`config.mk`:
```
export PLATFORM = sky130hd
export DESIGN_NAME = clkstop_ctrl
export DESIGN_NICKNAME = d
export VERILOG_FILES = /design/src/rtl/clkstop_pkg.sv /design/src/rtl/clkstop_fsm.sv /design/src/rtl/clkstop_gate.sv /design/src/rtl/clkstop_ctrl.sv
export SDC_FILE = /design/constraint.sdc
export NUM_CORES = 1
export LEC_CHECK = 0
export ABC_AREA = 0
export CORE_MARGIN = 4
export CORE_UTILIZATION = 27
export CTS_BUF_LIST = sky130_fd_sc_hd__clkbuf_8 sky130_fd_sc_hd__clkbuf_16
export CTS_CLUSTER_DIAMETER = 120
export CTS_CLUSTER_SIZE = 25
export DETAILED_ROUTE_END_ITERATION = 8
export GPL_ROUTABILITY_DRIVEN = 0
export PLACE_DENSITY = 0.87
export SLEW_MARGIN = 0
export SYNTH_ARGS = -nofsm -noshare
export SYNTH_HDL_FRONTEND = slang
export SYNTH_HIERARCHICAL = 1
export SYNTH_SLANG_ARGS = --single-unit
```
`constraint.sdc`:
```
create_clock -name clk -period 2.7 [get_ports clk]
set_input_delay 0.405 -clock clk [delete_from_list [all_inputs] [get_ports clk]]
set_output_delay 0.405 -clock clk [all_outputs]
set_load 0.01 [all_outputs]
```
`src/rtl/clkstop_pkg.sv`:
```
package clkstop_pkg;
  typedef enum logic [2:0] {
    ST_RUN    = 3'd0,
    ST_PEND   = 3'd1,
    ST_CSTOP  = 3'd2,
    ST_SLEEP  = 3'd3,
    ST_HWSTBY = 3'd4
  } pmState_t;

  typedef struct packed {
    logic toRun;
    logic toSleep;
    logic toStop;
    logic toStby;
    logic wakePulse;
    logic latchCfg;
  } ctrlStb_t;
endpackage

```
`src/rtl/clkstop_fsm.sv`:
```
module clkstop_fsm
  import clkstop_pkg::*;
#(
  parameter int MASK_W  = 16,
  parameter int NUM_IRQ = 16
) (
  input  logic                     clk,
  input  logic                     rstPinN,
  input  logic                     stbyPinN,
  input  logic                     sleepStb,
  input  logic                     swStandby,
  input  logic                     clkStopEn,
  input  logic [MASK_W-1:0]        modStopMask,
  input  logic [MASK_W-1:0]        extStopMask,
  input  logic                     busCycleDone,
  input  logic                     nmiIn,
  input  logic [NUM_IRQ+1:0]       wakeSrc,
  input  logic [NUM_IRQ+1:0]       xferRoute,
  input  logic                     intDisable,
  input  logic                     cpuMaskAll,
  output pmState_t                 stateQ,
  output ctrlStb_t                 stb
);
  localparam int NSRC = NUM_IRQ + 2;
  localparam logic [MASK_W-1:0] ALL_ONES  = {MASK_W{1'b1}};
  localparam logic [MASK_W-1:0] KEEP_TMR  = {{(MASK_W-1){1'b1}}, 1'b0};

  logic [NSRC-1:0] srcOk;
  logic            maskedWake;
  logic            wakeOk;
  logic            eligible;
  pmState_t        stateD;

  // Per-source routing filter: a source sent to the transfer controller cannot wake.
  for (genvar i = 0; i < NSRC; i++) begin : g_src
    assign srcOk[i] = wakeSrc[i] & ~xferRoute[i];
  end

  assign maskedWake = (|srcOk) & ~intDisable & ~cpuMaskAll;
  assign wakeOk     = nmiIn | maskedWake;
  assign eligible   = clkStopEn && (extStopMask == ALL_ONES) &&
                      ((modStopMask == ALL_ONES) || (modStopMask == KEEP_TMR));

  always_comb begin
    stateD = stateQ;
    stb    = '0;
    if (!stbyPinN) begin
      stateD     = ST_HWSTBY;
      stb.toStby = 1'b1;
    end else if (!rstPinN) begin
      stateD    = ST_RUN;
      stb.toRun = 1'b1;
    end else begin
      unique case (stateQ)
        ST_RUN: begin
          if (sleepStb && !swStandby) begin
            stb.latchCfg = 1'b1;
            if (eligible) begin
              stateD = ST_PEND;
            end else begin
              stateD      = ST_SLEEP;
              stb.toSleep = 1'b1;
            end
          end
        end
        ST_PEND: begin
          if (wakeOk) begin
            stateD    = ST_RUN;
            stb.toRun = 1'b1;
          end else if (busCycleDone) begin
            stateD     = ST_CSTOP;
            stb.toStop = 1'b1;
          end
        end
        ST_CSTOP, ST_SLEEP: begin
          if (wakeOk) begin
            stateD        = ST_RUN;
            stb.toRun     = 1'b1;
            stb.wakePulse = 1'b1;
          end
        end
        ST_HWSTBY: stateD = ST_HWSTBY;
        default: begin
          stateD    = ST_RUN;
          stb.toRun = 1'b1;
        end
      endcase
    end
  end

  always_ff @(posedge clk) begin
    stateQ <= stateD;
  end

  // the strobe cycle itself never lands in clock-stop
  assert_defer_entry_R3: assert property (@(posedge clk) disable iff (!rstPinN)
    (stateQ == ST_RUN && sleepStb && stbyPinN) |=> (stateQ != ST_CSTOP));

  // strobe with software standby set leaves the controller in run
  assert_swstby_ignored_R8: assert property (@(posedge clk) disable iff (!rstPinN)
    (stateQ == ST_RUN && swStandby && stbyPinN) |=> (stateQ == ST_RUN));

  // masked non-NMI requests keep clock-stop in place
  assert_masked_hold_R10: assert property (@(posedge clk) disable iff (!rstPinN)
    (stateQ == ST_CSTOP && stbyPinN && !nmiIn && (intDisable || cpuMaskAll))
    |=> (stateQ == ST_CSTOP));

  // standby pin wins from any state
  assert_hwstby_R12: assert property (@(posedge clk) disable iff (!rstPinN)
    (!stbyPinN) |=> (stateQ == ST_HWSTBY));
endmodule

```
`src/rtl/clkstop_gate.sv`:
```
module clkstop_gate
  import clkstop_pkg::*;
#(
  parameter int MASK_W = 16
) (
  input  logic              clk,
  input  ctrlStb_t          stb,
  input  logic [MASK_W-1:0] modStopMask,
  input  logic [MASK_W-1:0] auxStopMask,
  output logic              periphClkEn,
  output logic              busClkEn,
  output logic              ioClkEn,
  output logic              tmrClkEn,
  output logic              wdtClkEn,
  output logic              auxClkEn,
  output logic              wakeReq
);
  logic tmrKeepQ;
  logic auxStopQ;

  // Configuration captured on the strobe cycle, applied when entry completes.
  always_ff @(posedge clk) begin
    if (stb.latchCfg) begin
      tmrKeepQ <= ~modStopMask[0];
      auxStopQ <= &auxStopMask;
    end
  end

  always_ff @(posedge clk) begin
    wakeReq <= stb.wakePulse;
    if (stb.toStby) begin
      periphClkEn <= 1'b0;
      busClkEn    <= 1'b0;
      ioClkEn     <= 1'b0;
      tmrClkEn    <= 1'b0;
      wdtClkEn    <= 1'b0;
      auxClkEn    <= 1'b0;
    end else if (stb.toStop) begin
      periphClkEn <= 1'b0;
      busClkEn    <= 1'b0;
      ioClkEn     <= 1'b0;
      tmrClkEn    <= tmrKeepQ;
      wdtClkEn    <= 1'b1;
      auxClkEn    <= ~auxStopQ;
    end else if (stb.toRun || stb.toSleep) begin
      periphClkEn <= 1'b1;
      busClkEn    <= 1'b1;
      ioClkEn     <= 1'b1;
      tmrClkEn    <= 1'b1;
      wdtClkEn    <= 1'b1;
      auxClkEn    <= 1'b1;
    end
  end
endmodule

```
`src/rtl/clkstop_ctrl.sv`:
```
module clkstop_ctrl
  import clkstop_pkg::*;
#(
  parameter int MASK_W  = 16,
  parameter int NUM_IRQ = 16
) (
  input  logic               clk,
  input  logic               rstPinN,
  input  logic               stbyPinN,
  input  logic               sleepStb,
  input  logic               swStandby,
  input  logic               clkStopEn,
  input  logic [MASK_W-1:0]  modStopMask,
  input  logic [MASK_W-1:0]  extStopMask,
  input  logic [MASK_W-1:0]  auxStopMask,
  input  logic               busCycleDone,
  input  logic               nmiIn,
  input  logic [NUM_IRQ+1:0] wakeSrc,
  input  logic [NUM_IRQ+1:0] xferRoute,
  input  logic               intDisable,
  input  logic               cpuMaskAll,
  output logic               periphClkEn,
  output logic               busClkEn,
  output logic               ioClkEn,
  output logic               tmrClkEn,
  output logic               wdtClkEn,
  output logic               auxClkEn,
  output logic               wakeReq,
  output logic               inSleep,
  output logic               inClkStop,
  output logic               inHwStby
);
  pmState_t stateQ;
  ctrlStb_t stb;

  clkstop_fsm #(.MASK_W(MASK_W), .NUM_IRQ(NUM_IRQ)) u_fsm (
    .clk(clk), .rstPinN(rstPinN), .stbyPinN(stbyPinN), .sleepStb(sleepStb),
    .swStandby(swStandby), .clkStopEn(clkStopEn), .modStopMask(modStopMask),
    .extStopMask(extStopMask), .busCycleDone(busCycleDone), .nmiIn(nmiIn),
    .wakeSrc(wakeSrc), .xferRoute(xferRoute), .intDisable(intDisable),
    .cpuMaskAll(cpuMaskAll), .stateQ(stateQ), .stb(stb)
  );

  clkstop_gate #(.MASK_W(MASK_W)) u_gate (
    .clk(clk), .stb(stb), .modStopMask(modStopMask), .auxStopMask(auxStopMask),
    .periphClkEn(periphClkEn), .busClkEn(busClkEn), .ioClkEn(ioClkEn),
    .tmrClkEn(tmrClkEn), .wdtClkEn(wdtClkEn), .auxClkEn(auxClkEn),
    .wakeReq(wakeReq)
  );

  assign inSleep   = (stateQ == ST_SLEEP);
  assign inClkStop = (stateQ == ST_CSTOP);
  assign inHwStby  = (stateQ == ST_HWSTBY);

  // state flag from the control side agrees with the datapath enables
  assert_gated_in_stop_R4: assert property (@(posedge clk) disable iff (!rstPinN)
    inClkStop |-> (!periphClkEn && !busClkEn && !ioClkEn && wdtClkEn));

  // standby state means every enable is off
  assert_stby_all_off_R12: assert property (@(posedge clk) disable iff (!rstPinN)
    inHwStby |-> !(periphClkEn || busClkEn || ioClkEn || tmrClkEn || wdtClkEn || auxClkEn));

  // wake request only follows a low-power state and lasts one cycle
  assert_wake_origin_R9: assert property (@(posedge clk) disable iff (!rstPinN)
    wakeReq |-> $past(inSleep || inClkStop));
  assert_wake_single_R9: assert property (@(posedge clk) disable iff (!rstPinN)
    wakeReq |=> !wakeReq);
endmodule

```
* Word level (Yosys, flattened, before mapping)
Index checks and enable logic that the tools add are counted.
** Storage, ports and cells
- Memory bits (writable) :: 0
- Bits of input ports :: 94
- Word-level logic and storage cells :: 110
- Latch bits :: 0
- ROM bits :: 0
- Register bits :: 10
- Memories kept :: 0
** Cells by class
- Equality and inequality tests :: 13
- Shift operators :: 0
- Bitwise operators :: 44
- Add/sub/neg operators :: 0
- Magnitude comparators :: 0
- Mux-type cells :: 26
- Reductions and logical operators :: 18
- Div/mod/pow operators :: 0
- Multiply operators :: 0
** Operators with widths (number)
- $eq 16x16->1 const B :: 3
- $not 1->1 :: 23
- $and 1x1->1 :: 20
- $mux 3 :: 6
- $reduce_or 18->1 :: 1
- $mux 1 :: 16
- $reduce_and 16->1 :: 1
- $pmux 3 s4 :: 1
- $ne 3x2->1 const B :: 3
- $reduce_and 3->1 :: 3
- $eq 3x2->1 const B :: 2
- $reduce_or 2->1 :: 3
- $mux 2 :: 2
- $ne 2x1->1 const B :: 2
- $ne 4x3->1 const B :: 1
- $eq 3x1->1 const B :: 1
- $eq 3x3->1 const B :: 1
- $logic_and 1x1->1 :: 3
- $logic_not 3->1 :: 1
- $reduce_or 3->1 :: 1
- $logic_or 1x1->1 :: 2
- $pmux 1 s2 :: 1
- $reduce_and 2->1 :: 1
- $reduce_bool 2->1 :: 1
- other kinds (2) :: 2

* Depth between registers and ports, before layout
Gate-level depths: netlist of the first run.
- Depth in word-level cells :: 13
- Gate-level depth with buffers :: 7
- Depth with buffers taken out :: 7

* Modules after synthesis
Netlist of the first run, hierarchy kept.
** By module, submodules not included
- clkstop_fsm :: times used 1, area each 481.7 um2, cells an instance 73
- clkstop_gate :: times used 1, area each 270.3 um2, cells an instance 24
- clkstop_ctrl :: times used 1, area each 25.0 um2, cells an instance 3

* Worst setup path after synthesis of the first run
No wires, ideal clock.
- Path kind :: in2reg
- From :: input port xferRoute[6]
- To :: register u_gate.auxClkEn
- Buffers on the path :: 0
- Setup slack :: 0.761 ns
- Data required time :: 2.614 ns
- Stages :: 7
- Library setup time :: 0.086 ns
- Data arrival time :: 1.853 ns
- Cells stage by stage :: nand2b_1 o2111ai_1 or4_4 o32a_1 nor3_2 nor4_1 a211oi_1
** RTL lines
- from (decl) :: RTL line clkstop_ctrl.sv:19 : input logic [NUM_IRQ+1:0] xferRoute,
- to (signal assigned) :: RTL line clkstop_gate.sv:44 : auxClkEn <= ~auxStopQ;
- to (decl) :: RTL line clkstop_gate.sv:15 : output logic auxClkEn,

==> flow_summary.toml, run 1 <==
[worst_setup_path]
crit_arrival_ps = 2520
r2r-start = "u_fsm/stateQ[2]"
cp_max_fo = 6
regToRegSetupSlack_ps = 910
required_ps = 2840
setup.worst_path.start = "xferRoute[4]"
start_kind = "input pin"
path_class = "in2reg"
end_kind = "register"

[final_layout]
multiInputGateArea_um2 = 493
finalNetCount = 300
final_area_um2 = 1880
seqCellArea_um2 = 220
diodes = 0
fill_cells = 224
area_delta_synth_final_pct = 142
drive_above_1_share_pct = 5.37

[synth]
synth_area_um2 = 777
synth_compound_area_share_pct = 18.8
synth_top_area_share_pct = 20.6
synth_top_family_by_area = "simple AND/OR/NAND/NOR gates"
yosys.area.top_type = "dfxtp_1"
synthCells = 100
yosysUniqueCellTypes = 36
synthMuxAreaShare_pct = 0
yosys_warnings = 6
synth_edf_count = 2
synth_seq_cells = 10
syn_avg_cell_area_um2 = 7.77
ys_dominant_reg_cell = "dfxtp_1"
ys_top_cells_by_count = "13 x nand4_1, 11 x inv_1, 8 x dfxtp_1"
yosys.area_share.simple_pct = 44.6
synth_most_common_cell = "nand4_1"
synth_fa_ha_area_share_pct = 0
ys_seq_area_share_pct = 28.3
synthTopCellsByArea = "dfxtp_1 21%, nand4_1 10%, edfxtp_1 7.7%, nand2b_1 5.6%, inv_1 5.3%"
synth-async-reset-ratio_pct = 0
synth-xor-area-share_pct = 0
syn_nets = 194

[cts]
cts_tree = "yes"
hold_buffers = 0
cts.sinks = 10
cts_resized = 0
cts_made_buffers = 3
clk_pin_slew_ps = 50
clockRootBuffer = "clkbuf_8"
clk_latency_ps = 240
clk_path_buf_depth = 2
postCtsSetupRepairBufs = 0
h-tree-depth = 1

[detailed_routing]
ant_nets = 0
via_per_inst = 5.07
drt_iter0_drc = 48
vias = 1197
drt-total-wl_mm = 3.22
wire_per_inst_um = 13.6
drc_errors = 0
dr.pass1.iters = 4

[global_route]
grt_first_pass_wirelength_mm = 4.75
top_usage_layer = "met2"
grt_pass1_vias = 1171
antenna_found_initial = 0
gr-usage-met3_pct = 2.94
grt_util_all_layers_pct = 16.8
overflow = 0
grt.met1_usage_pct = 18.0
grt_max_degree = 12
use_met2_pct = 31.7

[placed_design]
place_hpwl_mm = 2.92
dpl_cell_area_um2 = 1840
io_buffers = 103

[hold_path]
hold_class = "reg2reg"
hold_start = "u_gate/auxStopQ"

[power]
p_leak_nw = 0.672
pwr-share-comb_pct = 38.2
ir_drop_mv = 0.370
switching_power_mw = 0.123
pwr-share-clk_pct = 30.6
internal-power_mw = 0.411
swShare_pct = 23.0
power_density_nw_per_um2 = 284
seq_power_share_pct = 31.2

[timing]
rsz0062_at_grt = "no"
fin_tns_setup_ps = 0
hold_viol = 0
clock.fmax_ghz = 0.420
finalMaxSlewViolations = 0
slew_headroom_pct = 72.6
min_period_ps = 2380
worst_pin_slew_ps = 410
finalCritPeriodShare_pct = 88.1
fin_skew_ps = 2.83
finalSetupViolations = 0

[run]
max_cap_violations = 0

[die]
rows = 19
die_w_um = 61.6
die-area_um2 = 3800
fp.dieH_um = 61.6
coreArea_um2 = 2760
io_pins = 104
start_util_pct = 28.2

[status]
outcome = "finished clean"
[cells in the final DEF, fill, tap and decap left out, types with 3 or more instances in the layout]
| cell | synthesis | routed |
|---|---|---|
| clkbuf_8 | 0 | 3 |
| clkdlybuf4s50_1 | 0 | 103 |
| dfxtp_1 | 8 | 8 |
| inv_1 | 11 | 11 |
| nand2_1 | 5 | 5 |
| nand2b_1 | 7 | 7 |
| nand4_1 | 13 | 13 |
| nor2_1 | 4 | 4 |
| nor2b_1 | 4 | 4 |
| nor3_1 | 4 | 4 |
| nor3b_1 | 3 | 3 |
| nor4_1 | 6 | 6 |
| o21ai_1 | 3 | 3 |
| o22ai_1 | 3 | 3 |
[power groups by stage]
stage | clock, mW | sequential [mW] | combinational [mW]
4_1_cts | 0.167 | 0.167 | 0.205
5_1_grt | 0.178 | 0.167 | 0.218
6_report | 0.163 | 0.166 | 0.204
2_1_floorplan | 0 | 0.168 | 0.0464
3_5_place_dp | 0 | 0.170 | 0.204
3_3_place_gp | 0 | 0.168 | 0.197
[worst max-delay path: stages]
cell	delay (ps)
clkdlybuf4s50_1	470
clkinv_1	80
a2111oi_2	470
nand3_1	170
o32a_1	230
nor3_2	340
nor4_1	100
a211oi_1	260
[flip-flops by register name, indices dropped and copies added, names as in the netlist]
register	cells
u_fsm/stateQ	3
u_gate/wakeReq	1
u_gate/tmrClkEn	1
u_gate/tmrKeepQ	1
u_gate/wdtClkEn	1
u_gate/auxStopQ	1
u_gate/ioClkEn	1
u_gate/auxClkEn	1
[kinds of logic (layout without fill, tap and decap cells)]
| group | count (synthesis) | after routing |
|---|---|---|
| AND/OR/NAND/NOR | 56 | 56 |
| flip-flops | 10 | 10 |
| AO/OA/AOI/OAI | 19 | 19 |
| buffers and inverters | 15 | 120 |
[routing by layer]
layer  vias to the layer above  share of wire (%)  routed length (um)
li1                        591                  -                   -
met1                       526                 32                1030
met2                        73                 57                1820
met3                         7                9.7                 313
met4                         0                1.8                  57
met5                         -                  0                   0
[stage by stage]
| stage | total power [mW] | hold WS [ps] | setup slack (ps) | util (%) | instances |
|---|---|---|---|---|---|
| final | 0.534 | 475 | 320 | 68.2 | 236 |
| after detailed placement | 0.373 | 464 | 89.5 | 66.6 | 232 |
| after global routing | 0.563 | 489 | 156 | 68.2 | 236 |
| after global placement | 0.366 | 426 | 222 | 66.6 | 232 |
| after floorplan | 0.215 | 413 | 761 | - | 100 |
| after CTS | 0.539 | 470 | 343 | 68.2 | 236 |
[layout make-up]
class	instances	share of cell area [%]
timing repair buffer	104	55.2
multi-input combinational	75	26.2
sequential	10	11.7
inverter	12	2.40
clock buffer	3	2.20
tap	31	2.06
clock inverter	1	0.200
[worst paths after layout]
path | end | depth (start not counted)
setup / recovery | u_gate/auxClkEn | 8
hold / removal | u_gate/auxClkEn | 1
setup reg to reg | u_gate/auxClkEn | 6
hold reg to reg | u_gate/auxClkEn | 1
No activity file was read; power rests on OpenSTA's default activity.
==> inputs of run 2 (changes only) <==
--- a/config.mk
+++ b/config.mk
@@ -14,7 +14,6 @@
 export DETAILED_ROUTE_END_ITERATION = 8
 export GPL_ROUTABILITY_DRIVEN = 0
 export PLACE_DENSITY = 0.87
-export SLEW_MARGIN = 0
 export SYNTH_ARGS = -nofsm -noshare
 export SYNTH_HDL_FRONTEND = slang
 export SYNTH_HIERARCHICAL = 1
==> constraint.sdc (replaced) <==
create_clock -name clk -period 2.7 [get_ports clk]
set_input_delay 0.405 -clock clk [delete_from_list [all_inputs] [get_ports clk]]
set_output_delay 0.405 -clock clk [all_outputs]
set_load 0.005 [all_outputs]
==> results of run 2 <==
The final DEF is identical to that of run 1. Status: finished clean.
Among the figures that moved: total power 0.534 mW -> 0.530 mW; worst IR drop on VDD 0.370 mV -> 0.366 mV
